<file path="config.mk">
export PLATFORM = sky130hd
export DESIGN_NAME = wait_bus_slave
export DESIGN_NICKNAME = d
export VERILOG_FILES = /design/src/rtl/slv_pkg.sv /design/src/rtl/slv_req_detect.sv /design/src/rtl/slv_lat_timer.sv /design/src/rtl/slv_capture.sv /design/src/rtl/wait_bus_slave.sv
export SDC_FILE = /design/constraint.sdc
export NUM_CORES = 1
export LEC_CHECK = 0
export CAP_MARGIN = 20
export CELL_PAD_IN_SITES_DETAIL_PLACEMENT = 0
export CELL_PAD_IN_SITES_GLOBAL_PLACEMENT = 2
export CORE_ASPECT_RATIO = 0.9
export CORE_MARGIN = 5
export CORE_UTILIZATION = 22
export DETAILED_ROUTE_END_ITERATION = 10
export GPL_ROUTABILITY_DRIVEN = 0
export HOLD_SLACK_MARGIN = 0.15
export PLACE_DENSITY = 0.71
export SLEW_MARGIN = 20
export SYNTH_ARGS = -nofsm -noshare
export SYNTH_HDL_FRONTEND = slang
export SYNTH_SLANG_ARGS = --single-unit
</file>
<file path="constraint.sdc">
create_clock -name clk -period 1.4 [get_ports clk]
set_clock_uncertainty 0.1 [all_clocks]
set_input_delay 0.28 -clock clk [delete_from_list [all_inputs] [get_ports clk]]
set_output_delay 0.28 -clock clk [all_outputs]
set_load 0.1 [all_outputs]
</file>
<file path="src/rtl/slv_pkg.sv">
package slv_pkg;
  typedef enum logic [1:0] {
    ST_IDLE = 2'd0,
    ST_BUSY = 2'd1,
    ST_DATA = 2'd2,
    ST_DONE = 2'd3
  } slv_state_e;
endpackage

</file>
<file path="src/rtl/slv_req_detect.sv">
module slv_req_detect (
  input  logic ready,
  input  logic cs_n,
  input  logic rd_n,
  input  logic wr_n,
  output logic req,
  output logic req_is_wr
);
  // chip select gates both enables; write wins when both are low
  always_comb begin
    req       = ready && !cs_n && (!rd_n || !wr_n);
    req_is_wr = !wr_n;
  end
endmodule

</file>
<file path="src/rtl/slv_lat_timer.sv">
module slv_lat_timer #(
  parameter int ACC_LAT = 3
) (
  input  logic clk,
  input  logic rst,
  input  logic start,
  input  logic run,
  output logic last
);
  localparam int CNT_W = (ACC_LAT > 1) ? $clog2(ACC_LAT) : 1;
  localparam logic [CNT_W-1:0] LAST_V = CNT_W'(ACC_LAT - 1);

  logic [CNT_W-1:0] cnt_q;

  assign last = (cnt_q == LAST_V);

  always_ff @(posedge clk) begin
    if (rst) begin
      cnt_q <= '0;
    end else if (start) begin
      cnt_q <= '0;
    end else if (run && !last) begin
      cnt_q <= cnt_q + 1'b1;
    end
  end
endmodule

</file>
<file path="src/rtl/slv_capture.sv">
module slv_capture #(
  parameter int ADDR_W = 4,
  parameter int DATA_W = 8
) (
  input  logic              clk,
  input  logic              rst,
  input  logic              load,
  input  logic [ADDR_W-1:0] addr_i,
  input  logic [DATA_W-1:0] data_i,
  output logic [ADDR_W-1:0] addr_q,
  output logic [DATA_W-1:0] data_q
);
  always_ff @(posedge clk) begin
    if (rst) begin
      addr_q <= '0;
      data_q <= '0;
    end else if (load) begin
      addr_q <= addr_i;
      data_q <= data_i;
    end
  end
endmodule

</file>
<file path="src/rtl/wait_bus_slave.sv">
module wait_bus_slave
  import slv_pkg::*;
#(
  parameter int ADDR_W  = 4,
  parameter int DATA_W  = 8,
  parameter int ACC_LAT = 3
) (
  input  logic              clk,
  input  logic              rst,
  input  logic              bus_cs_n,
  input  logic              bus_rd_n,
  input  logic              bus_wr_n,
  input  logic [ADDR_W-1:0] bus_addr,
  input  logic [DATA_W-1:0] bus_wdata,
  output logic [DATA_W-1:0] bus_rdata,
  output logic              bus_wait,
  output logic [ADDR_W-1:0] reg_addr,
  output logic [DATA_W-1:0] reg_wdata,
  output logic              reg_wr_en,
  output logic              reg_rd_en,
  input  logic [DATA_W-1:0] reg_rdata
);
  slv_state_e        state_q;
  logic              req, req_is_wr, t_last;
  logic              is_wr_q, wait_q, wr_en_q, rd_en_q;
  logic [DATA_W-1:0] rdata_q;

  slv_req_detect u_det (
    .ready     (state_q == ST_IDLE),
    .cs_n      (bus_cs_n),
    .rd_n      (bus_rd_n),
    .wr_n      (bus_wr_n),
    .req       (req),
    .req_is_wr (req_is_wr)
  );

  slv_capture #(.ADDR_W(ADDR_W), .DATA_W(DATA_W)) u_cap (
    .clk    (clk),
    .rst    (rst),
    .load   (req),
    .addr_i (bus_addr),
    .data_i (bus_wdata),
    .addr_q (reg_addr),
    .data_q (reg_wdata)
  );

  slv_lat_timer #(.ACC_LAT(ACC_LAT)) u_tmr (
    .clk   (clk),
    .rst   (rst),
    .start (req),
    .run   (state_q == ST_BUSY),
    .last  (t_last)
  );

  always_ff @(posedge clk) begin
    if (rst) begin
      state_q <= ST_IDLE;
      is_wr_q <= 1'b0;
      wait_q  <= 1'b0;
      wr_en_q <= 1'b0;
      rd_en_q <= 1'b0;
      rdata_q <= '0;
    end else begin
      wr_en_q <= 1'b0;
      rd_en_q <= 1'b0;
      unique case (state_q)
        ST_IDLE: if (req) begin
          state_q <= ST_BUSY;
          wait_q  <= 1'b1;
          is_wr_q <= req_is_wr;
          wr_en_q <= req_is_wr;
          rd_en_q <= !req_is_wr;
        end
        ST_BUSY: if (t_last) begin
          state_q <= ST_DATA;
          if (!is_wr_q) rdata_q <= reg_rdata;
        end
        ST_DATA: begin
          state_q <= ST_DONE;
          wait_q  <= 1'b0;
        end
        ST_DONE: if (bus_cs_n) state_q <= ST_IDLE;
        default: state_q <= ST_IDLE;
      endcase
    end
  end

  assign bus_wait  = wait_q;
  assign bus_rdata = rdata_q;
  assign reg_wr_en = wr_en_q;
  assign reg_rd_en = rd_en_q;
endmodule

</file>
# == Word-level counts from Yosys, hierarchy flattened ==
# Cells that the tools add are included.
# op_classes
bitwise,3
mux,6
eq_ne,7
n_addsub,1
reduce_logical,16
# ops
operator,count
2-bit case mux with 4 select lines,1
"2-bit equality test, second input constant",3
2-bit 2-to-1 mux,3
"2-bit inequality test, second input constant",3
3-bit AND reduction,2
1-bit logical NOT,4
2-bit AND reduction,2
1-bit logical AND,3
1-bit inverter,3
3-bit OR reduction,1
"2-bit by 1-bit adder with 2-bit output, second input constant",1
"2-bit by 1-bit equality test with 1-bit output, second input constant",1
2-bit logical NOT,1
1-bit case mux with 2 select lines,1
2-bit nonzero test,1
2-bit OR reduction,1
1-bit logical OR,1
1-bit 2-to-1 mux,1
# word_totals
input_bits,25
wordCells,42
output_inout_bits,23
register_bits,28

# == Longest topological paths before layout ==
# depth
word_depth,5
ltp_mapped,6
depth_no_buf,5

# == Hierarchy ==
# Synthesis repeated with hierarchy kept, for this count alone.
# unflattened
hier_cells,110
area_unflattened_um2,1164.9
# modules_own_cells
module,cells_each,area_per_inst_um2,instances
wait_bus_slave,60,619.3,1
slv_capture,38,420.4,1
slv_lat_timer,9,105.1,1
slv_req_detect,3,20.0,1

# == Worst setup path before layout ==
# No wires, ideal clock.
# synth_timing
kind,reg-to-reg
from,register state_q[0]
to,register state_q[0]
t_arrival_ns,1.271
path_buffers,0
period_less_slack_ns,1.507
required_time_ns,1.164
setup_ns,0.136
path_slack_ns,-0.107
stages_incl_launch_ff,6
path_cell_list,dfxtp_1 > inv_1 > ha_1 > or2_2 > a2111oi_0 > a211oi_1
# synth_between
elab_chain_cells,5
word_cells_on_any_way,11
# synth_lines
element,line,text
from (decl),wait_bus_slave.sv:23,slv_state_e state_q;
from (signal assigned),wait_bus_slave.sv:57,state_q <= ST_IDLE;
from (signal assigned),wait_bus_slave.sv:68,state_q <= ST_BUSY;
from (signal assigned),wait_bus_slave.sv:75,state_q <= ST_DATA;
2-bit logical NOT,"wait_bus_slave.sv:29, wait_bus_slave.sv:66",
1-bit logical AND (2 in series),slv_req_detect.sv:11,req = ready && !cs_n && (!rd_n || !wr_n);
2-bit inequality test (no source line),--,
3-bit AND reduction (no source line),--,
# Several ways; a longest one is shown, not always the timed one.
# A chain may end at the register's enable or synchronous reset.

# == Final worst setup path ==
# layout_timing
from,input bus_rd_n
to,register state_q[0]
# layout_between
elab_chain_cells,5
# layout_lines
element,line,text
from (decl),wait_bus_slave.sv:11,"input logic bus_rd_n,"
1-bit logical NOT,slv_req_detect.sv:11,
1-bit logical OR,slv_req_detect.sv:11,
1-bit logical AND,slv_req_detect.sv:11,
2-bit inequality test (no source line),--,
3-bit AND reduction (no source line),--,
# No other way between the ends.

==> load_flow_metrics.sql <==
INSERT INTO impl_metrics (metric_group, metric, value, unit) VALUES
('global_route', 'grt.overflow.total', '0', ''),
('global_route', 'grt_antenna_before_repair', '0', ''),
('logic_synthesis', 'ys_seq_elements', '28', ''),
('worst_setup_path', 'crit_fanout', '3', ''),
('worst_setup_path', 'cpMaxStageDelayCell', 'sky130_fd_sc_hd__clkdlybuf4s50_1', ''),
('floorplanning', 'die_h', '77.19', 'um'),
('logic_synthesis', 'synth_fp_nets', '129', ''),
('layout', 'postLayoutCellArea', '0.002161', 'sq mm'),
('logic_synthesis', 'parity_gate_share_of_the_synthesized_area_counting_xor_and_xnor_cells', '0.7937', '%'),
('cts', 'cts_inserted_buffers', '3', ''),
('cts', 'clock_path_buffers', '2', ''),
('worst_setup_path', 'arrival_worst_endpoint', '1540', 'ps'),
('layout', 'n_fill_cell', '478', ''),
('outcome', 'failed_checks', 'setup timing', ''),
('sta', 'number_of_hold_slack_violations_in_the_final_timing_report', '0', ''),
('global_route', 'grt.total_usage', '9.754', '%'),
('sta', 'worst_case_hold_slack', '291.3', 'ps'),
('sta', 'final-max-slew-violation-count', '0', ''),
('global_route', 'grt_max_degree', '17', ''),
('worst_setup_path', 'critPathMaxStageDelay', '450', 'ps'),
('layout', 'flow.area_growth_from_synthesis', '95.80', '%'),
('cts', 'cts_num_sinks', '28', ''),
('place', 'dp_hpwl', '2426', 'um'),
('floorplanning', 'die-width', '84.66', 'um'),
('logic_synthesis', 'syn_area', '0.001104', 'sq mm'),
('worst_hold_path', 'hold_path.class', 'in -> reg', ''),
('layout', 'num_antenna_cells', '0', ''),
('place', 'dpl-instance-area', '0.001986', 'sq mm'),
('floorplanning', 'initial_core_util', '22.69', '%'),
('cts', 'clk_transition_reported_paths', '90', 'ps'),
('logic_synthesis', 'synth_cell_types', '29', ''),
('logic_synthesis', 'synth_largest_area_cell', 'sky130_fd_sc_hd__dfxtp_1', ''),
('logic_synthesis', 'synth_compound_area_share', '16.67', '%'),
('route', 'post-route-drc-count', '0', ''),
('place', 'post-place-ws', '-342.2', 'ps'),
('logic_synthesis', 'synth.top_cells.by_area', 'sky130_fd_sc_hd__dfxtp_1 51%, sky130_fd_sc_hd__a22o_1 9.5%, sky130_fd_sc_hd__mux2i_1 8.2%', ''),
('route', 'num_vias', '939', ''),
('sta', 'worst_pin_slew', '268.9', 'ps'),
('logic_synthesis', 'synth.yosys.seq_area_share', '50.79', '%'),
('floorplanning', 'io-pin-count', '48', ''),
('worst_setup_path', 'crit_chain', 'clkdlybuf4s50_1, a21o_1, buf_4, a2111oi_4, a211oi_2', ''),
('logic_synthesis', 'avgSynthCellArea', '11.26', 'sq um'),
('worst_setup_path', 'crit_path_start_kind', 'input pin', ''),
('route', '1st_iter_drt_viols', '15', ''),
('worst_setup_path', 'setup.worst_path.class', 'in -> reg', ''),
('logic_synthesis', 'synth_mux_area_share', '8.163', '%'),
('sta', 'setup_ws_final', '-75.98', 'ps'),
('place', 'io_buffer_count', '47', ''),
('sta', 'totalNegativeSetupSlack', '-240.3', 'ps'),
('route', 'avgRoutedWirePerCell', '13.95', 'um'),
('worst_setup_path', 'element_type_at_the_critical_path_end', 'flop', ''),
('logic_synthesis', 'yosys.area.top_type_share', '50.79', '%'),
('sta', 'share_of_the_clock_period_used_by_the_worst_path_after_layout', '105.4', '%'),
('sta', 'fin_crit', '1476', 'ps'),
('outcome', 'status', 'complete, but fails checks', ''),
('route', 'drtAntennaViolNets', '0', ''),
('route', '1st_pass_router_iterations', '3', ''),
('logic_synthesis', 'synthCells', '98', ''),
('floorplanning', 'die_area', '0.006535', 'sq mm'),
('global_route', 'global_route_wire_length_before_repair', '5050', 'um'),
('cts', 'worst_skew_pair.late_latency', '270', 'ps'),
('floorplanning', 'floorplan.core_area', '0.004865', 'sq mm'),
('global_route', 'gr-usage-met1', '12.02', '%'),
('power_and_ir_drop', 'total_leakage_power', '0.9375', 'nW'),
('worst_setup_path', 'worst_ep_required_time', '1460', 'ps'),
('logic_synthesis', 'synth_top_family_by_area', 'compound AO/OA/AOI/OAI gates', ''),
('sta', 'finalSetupViolCount', '8', ''),
('logic_synthesis', 'yosysWarnings', '0', ''),
('run', 'max-cap-violations', '0', ''),
('logic_synthesis', 'synthSimpleGateAreaFrac', '12.24', '%'),
('global_route', 'gr-max-usage-layer', 'met2', '');
## synth_stat cells (all sizes together)
master / n
dfxtp: 28
a22o: 12
mux2i: 9
nor2: 8
ha: 6
inv: 5
nand2b: 4
buf: 3
a21oi: 2
and2: 2
nand2: 2
nor2b: 2
or2: 2
a2111oi: 1
a211o: 1
a211oi: 1
a21o: 1
a31oi: 1
clkbuf: 1
nand3b: 1
nor3: 1
nor3b: 1
o211a: 1
o21ai: 1
o2bb2ai: 1
xnor2: 1
## cells by family after synthesis
family	count (synthesis)
AND/OR/NAND/NOR	23
adder cells (fa/ha/maj)	6
buffers and inverters	9
multiplexers	9
flip-flops	28
AO/OA/AOI/OAI	22
XOR/XNOR	1
## worst paths after layout
| path | start | end | slack [ps] | depth (start not counted) |
|---|---|---|---|---|
| setup / recovery | bus_rd_n | state_q[0]$_SDFFE_PP0P_ | -80 | 5 |
| hold / removal | bus_wr_n | reg_wr_en$_SDFF_PP0_ | 290 | 2 |
| setup reg to reg | state_q[0]$_SDFFE_PP0P_ | u_cap.data_q[7]$_SDFFE_PP0P_ | -20 | 7 |
| hold reg to reg | u_tmr.cnt_q[1]$_SDFFE_PP0P_ | u_tmr.cnt_q[1]$_SDFFE_PP0P_ | 430 | 1 |
## through the flow
| stage | power [W] | util, % | std cells |
|---|---|---|---|
| floorplan | 0.002173 | - | 98 |
| global placement | 0.002889 | 40.82 | 217 |
| detailed placement | 0.002922 | 40.82 | 217 |
| CTS | 0.003753 | 44.11 | 224 |
| global route | 0.003951 | 44.42 | 225 |
| finish | 0.003753 | 44.42 | 225 |
## registers in the layout, indices dropped and copies added (netlist names)
register,count
is_wr_q,1
u_cap.data_q,8
reg_rd_en,1
state_q,2
bus_rdata,8
u_tmr.cnt_q,2
u_cap.addr_q,4
reg_wr_en,1
bus_wait,1
## repair_timing
item,4_1_cts,5_1_grt
setup endpoints to repair,18,23
gates resized for setup,12,8
hold buffers,0,0
pin swaps,1,10
cloned,1,0
setup buffers,2,2
## worst max-delay path, delay by kind of cell
family	cells	cell delay (ps)
compound gates	3	660
buf+inv	2	600
## per-layer routing
layer	share of wire (%)	vias up
met5	0	-
li1	-	467
met2	52	20
met1	43	450
met3	3.3	2
met4	1.1	0
## final cells by class
class	count	area [sq um]	share of cell area, %
Clock buffer	3	41.29	1.911
Clock inverter	1	30.03	1.390
Inverter	5	23.77	1.100
Multi-Input combinational cell	61	556.8	25.77
Sequential cell	28	568.0	26.29
Tap cell	65	81.33	3.764
Timing Repair Buffer	62	859.6	39.78
## cell usage in the layout (no fill, tap or decap), types with 2 or more instances in the layout
cell type                          n
sky130_fd_sc_hd__buf_12           26
sky130_fd_sc_hd__clkbuf_8          3
sky130_fd_sc_hd__inv_4             2
sky130_fd_sc_hd__dfxtp_1          26
sky130_fd_sc_hd__a22o_1           12
sky130_fd_sc_hd__nand2_1           2
sky130_fd_sc_hd__or2_4             2
sky130_fd_sc_hd__dfxtp_4           2
sky130_fd_sc_hd__nor2_1            8
sky130_fd_sc_hd__ha_1              5
sky130_fd_sc_hd__buf_6             2
sky130_fd_sc_hd__buf_4            10
sky130_fd_sc_hd__inv_1             3
sky130_fd_sc_hd__nand2b_1          3
sky130_fd_sc_hd__clkdlybuf4s50_1  22
sky130_fd_sc_hd__mux2i_1           9
## report_power, final
part	leakage (nW)	total, W	internal, W	switching (W)
clock	0.0357	0.000624	0.000382	0.000242
sequential	0.230	0.00110	0.000956	0.000146
combinational	0.672	0.00203	0.000914	0.00111
total	0.938	0.00375	0.00225	0.00150
Power figures use the tool's default switching activity.
